--- src/rtl/gpio_mask_pkg.sv ---
package gpio_mask_pkg;
  localparam int BUS_W   = 32;
  localparam int MASK_LO = 16;
  localparam logic [7:0] OFS_DIR_SET = 8'h00;
  localparam logic [7:0] OFS_DIR_CLR = 8'h04;
  localparam logic [7:0] OFS_OUT_LO  = 8'h08;
  localparam logic [7:0] OFS_OUT_HI  = 8'h0C;
  localparam logic [7:0] OFS_PIN_IN  = 8'h10;
endpackage

--- src/rtl/gpio_dir_ctrl.sv ---
module gpio_dir_ctrl #(
  parameter int NPINS = 32
) (
  input  logic             clk,
  input  logic             rst,
  input  logic             set_stb,
  input  logic             clr_stb,
  input  logic [NPINS-1:0] bits,
  output logic [NPINS-1:0] dir_q
);
  always_ff @(posedge clk) begin
    if (rst) begin
      dir_q <= '0;
    end else if (set_stb) begin
      dir_q <= dir_q | bits;
    end else if (clr_stb) begin
      dir_q <= dir_q & ~bits;
    end
  end
endmodule

--- src/rtl/gpio_out_half.sv ---
module gpio_out_half #(
  parameter int HALF = 16,
  parameter int DW   = 32
) (
  input  logic            clk,
  input  logic            rst,
  input  logic            wr_stb,
  input  logic [DW-1:0]   wdata,
  output logic [HALF-1:0] val_q
);
  localparam int MPOS = DW / 2;

  logic [HALF-1:0] mask;
  logic [HALF-1:0] data;

  assign mask = wdata[MPOS +: HALF];
  assign data = wdata[0 +: HALF];

  always_ff @(posedge clk) begin
    if (rst) begin
      val_q <= '0;
    end else if (wr_stb) begin
      val_q <= (val_q & ~mask) | (data & mask);
    end
  end
endmodule

--- src/rtl/gpio_in_sync.sv ---
module gpio_in_sync #(
  parameter int NPINS  = 32,
  parameter int STAGES = 2
) (
  input  logic             clk,
  input  logic             rst,
  input  logic [NPINS-1:0] raw,
  output logic [NPINS-1:0] synced
);
  logic [NPINS-1:0] stage_q [STAGES];

  for (genvar s = 0; s < STAGES; s++) begin : g_stage
    if (s == 0) begin : g_first
      always_ff @(posedge clk) begin
        if (rst) stage_q[s] <= '0;
        else     stage_q[s] <= raw;
      end
    end else begin : g_next
      always_ff @(posedge clk) begin
        if (rst) stage_q[s] <= '0;
        else     stage_q[s] <= stage_q[s-1];
      end
    end
  end

  assign synced = stage_q[STAGES-1];
endmodule

--- src/rtl/gpio_mask_port.sv ---
module gpio_mask_port
  import gpio_mask_pkg::*;
#(
  parameter int NPINS  = 32,
  parameter int ADDR_W = 8,
  parameter int STAGES = 2
) (
  input  logic              clk,
  input  logic              rst,
  input  logic [ADDR_W-1:0] bus_addr,
  input  logic              bus_we,
  input  logic [BUS_W-1:0]  bus_wdata,
  output logic [BUS_W-1:0]  bus_rdata,
  output logic [NPINS-1:0]  pin_out,
  output logic [NPINS-1:0]  pin_oe,
  input  logic [NPINS-1:0]  pin_in
);
  localparam int HALF  = NPINS / 2;
  localparam int NHALF = 2;

  logic             hit_set, hit_clr, hit_lo, hit_hi, hit_in;
  logic [HALF-1:0]  half_val [NHALF];
  logic [NPINS-1:0] in_sync;
  logic [BUS_W-1:0] rd_d;

  assign hit_set = (bus_addr == ADDR_W'(OFS_DIR_SET));
  assign hit_clr = (bus_addr == ADDR_W'(OFS_DIR_CLR));
  assign hit_lo  = (bus_addr == ADDR_W'(OFS_OUT_LO));
  assign hit_hi  = (bus_addr == ADDR_W'(OFS_OUT_HI));
  assign hit_in  = (bus_addr == ADDR_W'(OFS_PIN_IN));

  gpio_dir_ctrl #(.NPINS(NPINS)) u_dir (
    .clk     (clk),
    .rst     (rst),
    .set_stb (bus_we & hit_set),
    .clr_stb (bus_we & hit_clr),
    .bits    (bus_wdata[NPINS-1:0]),
    .dir_q   (pin_oe)
  );

  for (genvar h = 0; h < NHALF; h++) begin : g_half
    logic sel;
    if (h == 0) begin : g_lo
      assign sel = hit_lo;
    end else begin : g_hi
      assign sel = hit_hi;
    end
    gpio_out_half #(.HALF(HALF), .DW(BUS_W)) u_half (
      .clk    (clk),
      .rst    (rst),
      .wr_stb (bus_we & sel),
      .wdata  (bus_wdata),
      .val_q  (half_val[h])
    );
    assign pin_out[h*HALF +: HALF] = half_val[h];
  end

  gpio_in_sync #(.NPINS(NPINS), .STAGES(STAGES)) u_sync (
    .clk    (clk),
    .rst    (rst),
    .raw    (pin_in),
    .synced (in_sync)
  );

  always_comb begin
    rd_d = '0;
    if (hit_set || hit_clr) rd_d[NPINS-1:0] = pin_oe;
    else if (hit_lo)        rd_d[HALF-1:0]  = half_val[0];
    else if (hit_hi)        rd_d[HALF-1:0]  = half_val[1];
    else if (hit_in)        rd_d[NPINS-1:0] = in_sync;
  end

  always_ff @(posedge clk) begin
    if (rst) bus_rdata <= '0;
    else     bus_rdata <= rd_d;
  end
endmodule

--- config.mk ---
export PLATFORM = sky130hd
export DESIGN_NAME = gpio_mask_port
export DESIGN_NICKNAME = d
export VERILOG_FILES = /design/src/rtl/gpio_mask_pkg.sv /design/src/rtl/gpio_dir_ctrl.sv /design/src/rtl/gpio_out_half.sv /design/src/rtl/gpio_in_sync.sv /design/src/rtl/gpio_mask_port.sv
export SDC_FILE = /design/constraint.sdc
export NUM_CORES = 1
export LEC_CHECK = 0
export BUFFER_PORTS_ARGS = -buffer_cell sky130_fd_sc_hd__buf_2
export CAP_MARGIN = 20
export CORE_MARGIN = 2
export CORE_UTILIZATION = 47
export DETAILED_ROUTE_END_ITERATION = 8
export PLACE_DENSITY = 0.84
export SYNTH_ARGS = -nofsm -noshare
export SYNTH_HDL_FRONTEND = slang
export SYNTH_HIERARCHICAL = 1
export SYNTH_SLANG_ARGS = --single-unit
--- constraint.sdc ---
create_clock -name clk -period 6 [get_ports clk]
set_clock_uncertainty 0.15 [all_clocks]
set_input_delay 0 -clock clk [delete_from_list [all_inputs] [get_ports clk]]
set_output_delay 0 -clock clk [all_outputs]
set_load 0.02 [all_outputs]
==> flow_metrics.env <==
export IMPL_worst_setup_path_start_kind="primary input"
export IMPL_setup_tns_ns=0
export IMPL_p_leak_nw=3.62
export IMPL_synthCells=586
export IMPL_dp_hpwl_um=10600
export IMPL_synthMuxAreaShare=0
export IMPL_row_count=42
export IMPL_fillCellCount=994
export IMPL_design_core_area_um2=13200
export IMPL_die_area_um2=14400
export IMPL_dominantRegCellSynth="dfxtp_1"
export IMPL_hold_violations=0
export IMPL_crit_required_ns=6.21
export IMPL_powerDensity_nw_per_um2=267
export IMPL_grt_pass1_wl_um=27400
export IMPL_antenna_found_initial=0
export IMPL_die_w_um=120
export IMPL_holdPathStages=5
export IMPL_syn2layout_area_growth_pct=39.0
export IMPL_ys_top_cells_by_area="dfxtp_1, a21bo_1, nor2b_2, a21oi_2, buf_6"
export IMPL_synth_area_um2=6330
export IMPL_synth_seq_cells=160
export IMPL_post_cts_buffers=0
export IMPL_synth_top_family_by_area="compound AO/OA/AOI/OAI gates"
export IMPL_fin_crit_ns=3.72
export IMPL_synth_distinct_cells=32
export IMPL_multiInputGateArea_um2=2750
export IMPL_drv_cap=0
export IMPL_drive_gt1_frac=0.385
export IMPL_grt_max_degree=54
export IMPL_synth_top_cell_area_share=0.506
export IMPL_yosysWarnings=6
export IMPL_ir_drop_v=0.000168
export IMPL_postRouteAntennaNets=0
export IMPL_synth_most_common_cell="dfxtp_1"
export IMPL_die_y_um=120
export IMPL_crit_type="in -> reg"
export IMPL_clock_root_buffer="clkbuf_16"
export IMPL_post_drt_wl_per_cell_um=17.0
export IMPL_maxSlewViolCount=0
export IMPL_vias_per_cell=5.23
export IMPL_cts_tree="built"
export IMPL_synth_compound_area_share=0.256
export IMPL_grt_pass1_vias=5289
export IMPL_io_buffers=170
export IMPL_outcome="complete, no violations"
export IMPL_overflow=0
export IMPL_drt_first_pass_iters=5
export IMPL_gp_congestion=0.773
export IMPL_tightest_slew_ns=1.00
export IMPL_synth_fp_nets=661
export IMPL_fin_nets=916
export IMPL_cts_buffers=17
export IMPL_track_usage=0.245
export IMPL_relSlewSlack=0.328
export IMPL_avgSynthCellArea_um2=10.8
export IMPL_regArea_um2=3200
export IMPL_max_freq_mhz=269
export IMPL_setup_viol=0
export IMPL_rsz0062_at_grt="no"
export IMPL_end_kind="register"
export IMPL_synthSimpleGateAreaFrac=0.174
export IMPL_reg2reg_depth=4
export IMPL_min_path_type="in -> reg"
export IMPL_htree_levels=4
export IMPL_period_share=0.620
export IMPL_synth_edf_count=0
export IMPL_drt_initial_drc_count=379
export IMPL_vias=5387
export IMPL_hold_slack_ns=0.0346
export IMPL_ios=171
export IMPL_clkSinkCount=160
export IMPL_synth_adder_area_share=0
export IMPL_yosysTopAreaCell="dfxtp_1"
export IMPL_synthArstFlopShare=0
export IMPL_routed_wl_um=17500
export IMPL_seq_area_frac_synth=0.506
export IMPL_drc_errors=0
export IMPL_synth_xor_area_share=0
export IMPL_arrival_ns=3.93
export IMPL_cp_max_fo=22
export IMPL_synth_common_cells="dfxtp_1, nor2b_2, a21bo_1, a21oi_2, nor2_1"
export IMPL_start_util=0.480
export IMPL_clk_path_buf_depth=2
export IMPL_clk_pin_slew_ns=0.06
export IMPL_worstSkewPairLatency_ns=0.42
[area by class of cell]
type,instances,area share
Antenna cell,1,0.000284
Clock buffer,20,0.0519
Clock inverter,12,0.0181
Inverter,17,0.00725
Multi-Input combinational cell,367,0.313
Sequential cell,160,0.364
Tap cell,176,0.0250
Timing Repair Buffer,278,0.221
[kinds of logic (layout without fill, tap and decap cells)]
logic type             count (synthesis)  in the layout
flip-flops                           160            160
AND/OR/NAND/NOR                      175            175
AO/OA/AOI/OAI                        192            192
other                                  0              1
buffers and inverters                 59            327
[path summary, 6_finish.rpt]
path                                      startpoint              endpoint  slack (ns)
worst max-delay path                     bus_addr[2]              register        2.28
worst max register to register              register          bus_rdata[0]        4.40
worst min register to register  u_sync/stage_q[0][3]  u_sync/stage_q[1][3]        0.28
worst min-delay path                     bus_addr[6]         bus_rdata[18]        0.03
[metal layers]
layer,wire length (µm),vias to the layer above,global-route usage
met5,0,-,0
met4,545,0,0.123
met3,1060,42,0.0566
met2,8570,230,0.405
met1,7330,2569,0.298
li1,-,2546,-
[critical path: stages]
cell and delay (ns):
dlygate4sd3_1 0.55, buf_2 0.27, or3_1 0.72, nor3_2 0.63, buf_4 0.38, nand3_1 0.10, dlygate4sd3_1 0.58, a21oi_2 0.12
dlygate4sd3_1 0.57
[power breakdown]
group / switching, mW / leakage [nW] / total (mW) / internal, mW
clock: 0.435 / 0.285 / 1.11 / 0.678
combinational: 0.0728 / 2.04 / 0.144 / 0.0715
sequential: 0.00525 / 1.30 / 1.09 / 1.08
[repair_timing]
item / in CTS / in global routing
resized for setup: 0 / 0
endpoints found under the setup margin: 0 / 0
hold buffers: 101 / 0
hold endpoints to repair: 134 / 0
[per-stage QoR]
stage               setup WS, ns  utilization  power (mW)  area [µm²]  cells
floorplan                   3.71            -        1.17        6330    586
detailed placement          3.33        0.543        1.22        7170    897
global route                2.11        0.667        2.42        8790   1030
CTS                         2.36        0.667        2.36        8790   1030
global placement            3.26        0.541        1.21        7140    896
finish                      2.28        0.667        2.35        8800   1031
[placed cells by master, fill, tap and decap left out, types with 17 or more instances in the layout]
master and n:
a21oi_1 21, a21bo_1 56, dfxtp_1 160, dlygate4sd3_1 101, nand3_1 33, nor2b_2 60, clkbuf_16 17, nand2_1 32
buf_2 169, a21oi_2 43, inv_1 17, nor2_1 33
(Power assumes the default switching activity.)
